<file path="src/rtl/strobe_edges.sv">
// Edge detector for the asynchronous strobes, sampled on the model clock.
// Merges the two byte column strobes into one internal column strobe:
// it is active while either byte strobe is low.
// Assumes: the strobes are already synchronous to clk (simulation model).
module strobe_edges (
    input  logic clk,
    input  logic rst_n,
    input  logic ras_n,
    input  logic lcas_n,
    input  logic ucas_n,
    input  logic we_n,
    output logic ras_fall,
    output logic ras_rise,
    output logic cas_act,
    output logic cas_fall,
    output logic we_fall
);
    logic ras_q, cas_q, we_q;

    assign cas_act  = ~(lcas_n & ucas_n);
    assign ras_fall = ras_q & ~ras_n;
    assign ras_rise = ~ras_q & ras_n;
    assign cas_fall = cas_act & ~cas_q;
    assign we_fall  = we_q & ~we_n;

    // Hold the previous sample of each strobe.
    always_ff @(posedge clk) begin
        if (!rst_n) begin
            ras_q <= 1'b1;
            cas_q <= 1'b0;
            we_q  <= 1'b1;
        end else begin
            ras_q <= ras_n;
            cas_q <= cas_act;
            we_q  <= we_n;
        end
    end
endmodule

</file>
<file path="config.mk">
export PLATFORM = sky130hd
export DESIGN_NAME = strobe_edges
export DESIGN_NICKNAME = d
export VERILOG_FILES = /design/src/rtl/strobe_edges.sv
export SDC_FILE = /design/constraint.sdc
export NUM_CORES = 1
export LEC_CHECK = 0
export BUFFER_PORTS_ARGS = -buffer_cell sky130_fd_sc_hd__buf_2
export CAP_MARGIN = 10
export CORE_AREA = 5 5 42 44
export CTS_CLUSTER_DIAMETER = 100
export DETAILED_ROUTE_END_ITERATION = 7
export DIE_AREA = 0 0 47 49
export PLACE_DENSITY = 0.33
export SLEW_MARGIN = 10
export SYNTH_ARGS = -nofsm -noshare
export SYNTH_HDL_FRONTEND = slang
export SYNTH_SLANG_ARGS = --single-unit
</file>
<file path="constraint.sdc">
create_clock -name clk -period 1.9 [get_ports clk]
set_clock_uncertainty 0.15 [all_clocks]
set_input_delay 0.38 -clock clk [delete_from_list [all_inputs] [get_ports clk]]
set_output_delay 0.38 -clock clk [all_outputs]
set_load 0.02 [all_outputs]
</file>
==> metrics.md, run 1 <==
| Metric | Value |
|---|---|
| Crit Path Class | `reg2out` |
| Net count, final | `32` |
| Post-layout instance count excluding filler cells | `41` |
| Cells after synthesis | `11` |
| Place WS | `0.572 ns` |
| Worst-case headroom to the max-slew limit | `92.3%` |
| Remaining global-route overflow | `0` |
| Arrival time at the worst endpoint | `roughly 0.83 ns` |
| Final Hold Slack | `just under 0.2 ns` |
| Util after Layout | `14.8%` |
| Starting utilization of the core area | `7.95%` |
| Root buffer selected by CTS | `sky130_fd_sc_hd__clkbuf_4` |
| Hold-fix buffer count after cts | `0` |
| Number of buffer and inverter instances along the worst setup path | `1` |
| Launch instance of the worst min-delay path | `rst_n` |
| Cell area after synthesis | `111 µm²` |
| Instance count after placement with tap cells included | `37` |
| Final hold violation count | `0` |
| Max Buffers Root-to-Sink | `2` |
| Area added between synthesis and finish | `86.5%` |
| Die area | `2300 µm²` |
| Total of endpoints with negative setup slack in the final report | `0` |
| Filler Cells Inserted | `167` |
| Final max-slew violation count | `0` |
| Drt first-iter violations | `3` |
| Via count | `129` |
| Highest routed layer | `met3` |
| Met2 Wirelength | `78 µm` |
| Overall fraction of global-route tracks in use | `4.29%` |
| Slowest stage delay, CP | `approximately 0.3 ns` |
| Met1 layer wirelength in the final routing | `181 µm` |
| Width of the chip | `approximately 47 µm` |
| Antenna violations before repair | `0` |
| Post-synthesis cell type count | `6` |
| Number of instances resized during post-cts repair | `0` |
| Final critical path time including I/O delays and setup | `~1.4 ns` |
| Number of buffers created by CTS | `3` |
| Placement row count | `14` |
| Power per standard cell area | `1010 nW/µm²` |
| Cell type of the slowest stage on the worst timing path | `sky130_fd_sc_hd__dfxtp_1` |
| PnR worst setup slack | `0.538 ns` |
| Maximum level of the CTS H-tree | `1` |
| Mean number of vias per cell | `3.15` |
| Setup crit start | `we_q$_SDFF_PN1_` |
| Detailed-route wire length | `345 µm` |
| Top fanout value on the critical path | `1` |
| Buffers added on ports | `10` |
| Crit path launch type | `flip-flop` |
| Worst hold path type | `in2reg` |
| Endpoint of the worst setup timing path | `we_fall` |
| Setup repair after global routing missed its margin | `false` |
| Critical path data required time | `1.37 ns` |
| Crit path capture type | `output pin` |
| Number of flip-flops and latches in the synthesized netlist | `3` |
| Vias in the first global route | `~150` |
| I/O pin cnt | `11` |
| Sequential fraction of the synthesis area | `53.9%` |
| Number of cells on the critical path | `2` |
| Setup Total Neg Slack | `0 ns` |
| Buffers inserted by post-CTS timing repair | `0` |
| Worst IR Drop VDD | `around 0.28 mV` |
| Detail Route Antenna Nets | `0` |
| Period utilization | `between 70% and 80%` |
| Std-Cell Core Area | `1400 µm²` |
| # DRC | `0` |
| Achievable frequency | `734 MHz` |
| Worst Max-Slew Pin Slew | `0.117 ns` |
| Wire length per cell after detailed routing | `8.41 µm` |
| Met3 wire length | `85 µm` |
| Clock-pin slew of the registers on the worst-case setup and hold paths | `roughly 0.040 ns` |
| DRT Pass-1 Iters | `3` |
| Leak | `0.0986 nW` |
| Critical-path cell list | `nor2b_1 > buf_2` |
| Clock sink total | `3` |
| Placer's final routability congestion estimate | `0.762` |
| Number of max-cap violations | `0` |
| Global-route wire length before repair | `621 µm` |
| Status | `completed` |
| Mean cell area of the mapped netlist | `10.1 µm²` |
| Yosys warns | `0` |
| Proportion of layout cells with a drive suffix above 1 | `56.0%` |
| Height of the chip | `approximately 49 µm` |
| Maximum number of pins on one net before global-route repair | `4` |
| Largest delay contributor family on the critical path | `flip-flops` |
| Count of antenna diodes in the layout | `0` |
| Clock tree from TritonCTS | `done` |
| Synthesized net count | `17` |
## registers in the layout (all words and copies together), names as in the netlist
signal	count
cas_q	1
we_q	1
ras_q	1
## synth_stat cells
master,n,share of area [%]
sky130_fd_sc_hd__nor2b_1,3,17
sky130_fd_sc_hd__a21oi_1,1,4.5
sky130_fd_sc_hd__a21boi_2,1,10
sky130_fd_sc_hd__nand2_1,1,3.4
sky130_fd_sc_hd__dfxtp_1,3,54
sky130_fd_sc_hd__nand2b_1,2,11
## per-stage QoR
step                area [µm²]  power [mW]
floorplan                  111      0.0838
global placement           181      0.0981
detailed placement         181      0.0989
CTS                        208       0.216
global route               208       0.231
finish                     208       0.209
## cell families after synthesis
group              Yosys count  synth area share (%)
AOI/OAI and AO/OA            2                  14.6
and+or+nand+nor              6                  31.5
DFF                          3                  53.9
## worst min-delay path by stage
stage | cells after the start | slack (ns) | to
2_1_floorplan | 1 | 0.30 | ras_q$_SDFF_PN1_
3_3_place_gp | 2 | 0.43 | we_q$_SDFF_PN1_
3_5_place_dp | 2 | 0.44 | ras_q$_SDFF_PN1_
4_1_cts | 2 | 0.19 | we_q$_SDFF_PN1_
5_1_grt | 2 | 0.20 | we_q$_SDFF_PN1_
6_report | 2 | 0.20 | we_q$_SDFF_PN1_
## cell type report
type | instances | area [µm²] | area share (%)
Multi-Input combinational cell | 8 | 51.3 | 24.7
Clock buffer | 4 | 26.3 | 12.7
Sequential cell | 3 | 60.1 | 28.9
Timing Repair Buffer | 10 | 50.0 | 24.1
Tap cell | 16 | 20.0 | 9.64
## layout by cell type, fill, tap and decap left out
master,instances
sky130_fd_sc_hd__nand2_1,1
sky130_fd_sc_hd__clkbuf_4,3
sky130_fd_sc_hd__a21oi_1,1
sky130_fd_sc_hd__clkbuf_1,1
sky130_fd_sc_hd__dfxtp_1,3
sky130_fd_sc_hd__a21boi_2,1
sky130_fd_sc_hd__nor2b_1,3
sky130_fd_sc_hd__nand2b_1,2
sky130_fd_sc_hd__buf_2,10
## report_power, final
| part | switching, mW | internal, mW |
|---|---|---|
| sequential | 0.00102 | 0.0670 |
| combinational | 0.0170 | 0.0125 |
| clock | 0.0329 | 0.0787 |
| total | 0.0509 | 0.158 |
## metal layers
metal | GRT usage [%] | up-vias
li1 | - | 63
met5 | 0 | -
met4 | 2.76 | 0
met2 | 4.07 | 13
met3 | 5.54 | 0
met1 | 4.82 | 53
Power figures use the tool's default switching activity.
==> run 2: changes to the inputs <==
clock period = 1.4 ns   (was 1.9 ns; I/O delays follow)
==> run 2 against run 1 <==
Effect of this change: combinational power increased by 35%; first-iteration DRC count decreased by 33%; via count decreased by 12%; sequential cell count unchanged; routed wire length decreased by 0.87%; non-clock buffer count unchanged.
==> metrics.md, run 2 (same netlist as run 1, synthesis figures left out) <==
| Metric | Value |
|---|---|
| Status | `completed` |
| Via count | `~110` |
| Global-route wire length before repair | `531 µm` |
| Critical-path cell list | `nor2b_1 > buf_2` |
| Depth of the worst hold-timing path | `2` |
| Overall fraction of global-route tracks in use | `roughly 4.2%` |
| Worst hold path type | `in2reg` |
| Leak | `between 0.09 and 0.1 nW` |
| Sequential share of power | `32.4%` |
| Net count, final | `32` |
| Register cell area after layout | `60.1 µm²` |
| Mean number of vias per cell | `2.78` |
| Arrival time at the worst endpoint | `0.83 ns` |
| Final critical path time including I/O delays and setup | `1.26 ns` |
| Remaining global-route overflow | `0` |
| Crit path capture type | `output pin` |
| Number of max-cap violations | `0` |
| Cell type of the slowest stage on the worst timing path | `sky130_fd_sc_hd__dfxtp_1` |
| Crit Path Class | `reg2out` |
| Sw Pwr | `approximately 0.069 mW` |
| Largest regs | `cas_q x1, ras_q x1, we_q x1` |
| Setup Total Neg Slack | `0 ns` |
| Worst IR Drop VDD | `0.210 mV` |
| Number of buffer and inverter instances along the worst setup path | `1` |
| DRT Pass-1 Iters | `2` |
| Number of buffers created by CTS | `3` |
| Post-detailed-placement cell area | `181 µm²` |
| Clock-pin slew of the registers on the worst-case setup and hold paths | `0.04 ns` |
| Slowest stage delay, CP | `0.31 ns` |
| Internal Dissipation | `0.215 mW` |
| Drt first-iter violations | `2` |
| Final hold violation count | `0` |
| Number of instances resized during post-cts repair | `0` |
| Root buffer selected by CTS | `sky130_fd_sc_hd__clkbuf_4` |
| Clock tree from TritonCTS | `done` |
| Achievable frequency | `796 MHz` |
| Capture endpoint of the worst hold path | `we_q$_SDFF_PN1_` |
| Period utilization | `approximately 90%` |
| Detail Route Antenna Nets | `0` |
| Std-Cell Core Area | `1400 µm²` |
| Wire length per cell after detailed routing | `~8.3 µm` |
| Crit path launch type | `flip-flop` |
| Detailed-route wire length | `342 µm` |
| Placement row count | `14` |
| Proportion of layout cells with a drive suffix above 1 | `56.0%` |
| Count of antenna diodes in the layout | `0` |
| Die area | `2300 µm²` |
| Final max-slew violation count | `0` |
| Area of combinational cells with multiple inputs | `51.3 µm²` |
| Top fanout value on the critical path | `2` |
| Launch instance of the worst min-delay path | `we_n` |
| Power per standard cell area | `1370 nW/µm²` |
| Logic pwr share | `14.0%` |
| Area added between synthesis and finish | `86.5%` |
| Setup repair after global routing missed its margin | `false` |
| Share of power burned in the clock network | `roughly 54%` |
| Buffers added on ports | `10` |
| I/O pin cnt | `11` |
| Top library cells by usage in the layout, fill and taps aside | `sky130_fd_sc_hd__buf_2, sky130_fd_sc_hd__nor2b_1, sky130_fd_sc_hd__dfxtp_1, sky130_fd_sc_hd__clkbuf_4, sky130_fd_sc_hd__nand2b_1` |
| Placer's final routability congestion estimate | `0.764` |
| Maximum number of pins on one net before global-route repair | `4` |
| Post-route cell area | `208 µm²` |
| Switching share of total power | `24.4%` |
| Max Buffers Root-to-Sink | `2` |
| Buffers inserted by post-CTS timing repair | `0` |
| Vias in the first global route | `around 130` |
| Largest delay contributor family on the critical path | `flip-flops` |
| Total of endpoints with negative setup slack in the final report | `0` |
| Antenna violations before repair | `0` |
| Filler Cells Inserted | `around 170` |
| Maximum level of the CTS H-tree | `1` |
| Worst-case headroom to the max-slew limit | `92.4%` |
| Worst Max-Slew Pin Slew | `roughly 0.12 ns` |
| # DRC | `0` |
| Critical path data required time | `~0.97 ns` |
| Hold-fix buffer count after cts | `0` |
| Leading cell type in the layout, fill and taps excluded | `sky130_fd_sc_hd__buf_2` |
| Starting utilization of the core area | `7.95%` |
| Height of the chip | `around 50 µm` |
| Width of the chip | `47 µm` |
| Clock sink total | `3` |
[run 2: cell counts in the layout (fill, tap and decap cells not counted)]
Identical to the previous run, type by type.
[run 2: worst max-delay path by stage]
stage                                 from        to  slack (ns)  cells after the start
after floorplan                     lcas_n  cas_fall        0.33                      1
after global placement              lcas_n  cas_fall        0.27                      3
after detailed placement            lcas_n  cas_fall        0.27                      3
after CTS                 ras_q$_SDFF_PN1_  ras_fall        0.13                      2
after global routing      ras_q$_SDFF_PN1_  ras_fall        0.08                      2
final                     ras_q$_SDFF_PN1_  ras_fall        0.14                      2
[run 2: final cells by class]
class	instances	share of cell area [%]
sequential	3	28.9
multi-input combinational	8	24.7
clock buffer	4	12.7
tap	16	9.64
timing repair buffer	10	24.1
[run 2: metrics by stage]
step	hold slack [ns]	worst slack (ns)	std cells	utilization (%)	total power, mW
5_1_grt	0.0852	0.0750	41	14.8	0.314
4_1_cts	0.0932	0.130	41	14.8	0.292
6_report	0.103	0.143	41	14.8	0.284
3_3_place_gp	0.331	0.266	37	12.9	0.133
2_1_floorplan	0.203	0.331	11	-	0.114
3_5_place_dp	0.338	0.268	37	12.9	0.134
[run 2: power groups by stage]
stage	logic (mW)	registers (mW)	clock network, mW
3_3_place_gp	0.0398	0.0934	0
6_report	0.0399	0.0921	0.152
5_1_grt	0.0443	0.0926	0.177
4_1_cts	0.0405	0.0921	0.160
3_5_place_dp	0.0405	0.0934	0
2_1_floorplan	0.0205	0.0932	0
[run 2: layer usage]
layer  vias up  global-route usage [%]  wire [µm]
li1         62                       -          -
met1        37                    4.18        176
met2        13                    3.17         69
met3         2                    6.64         86
met4         0                    4.15          9
met5         -                       0          0
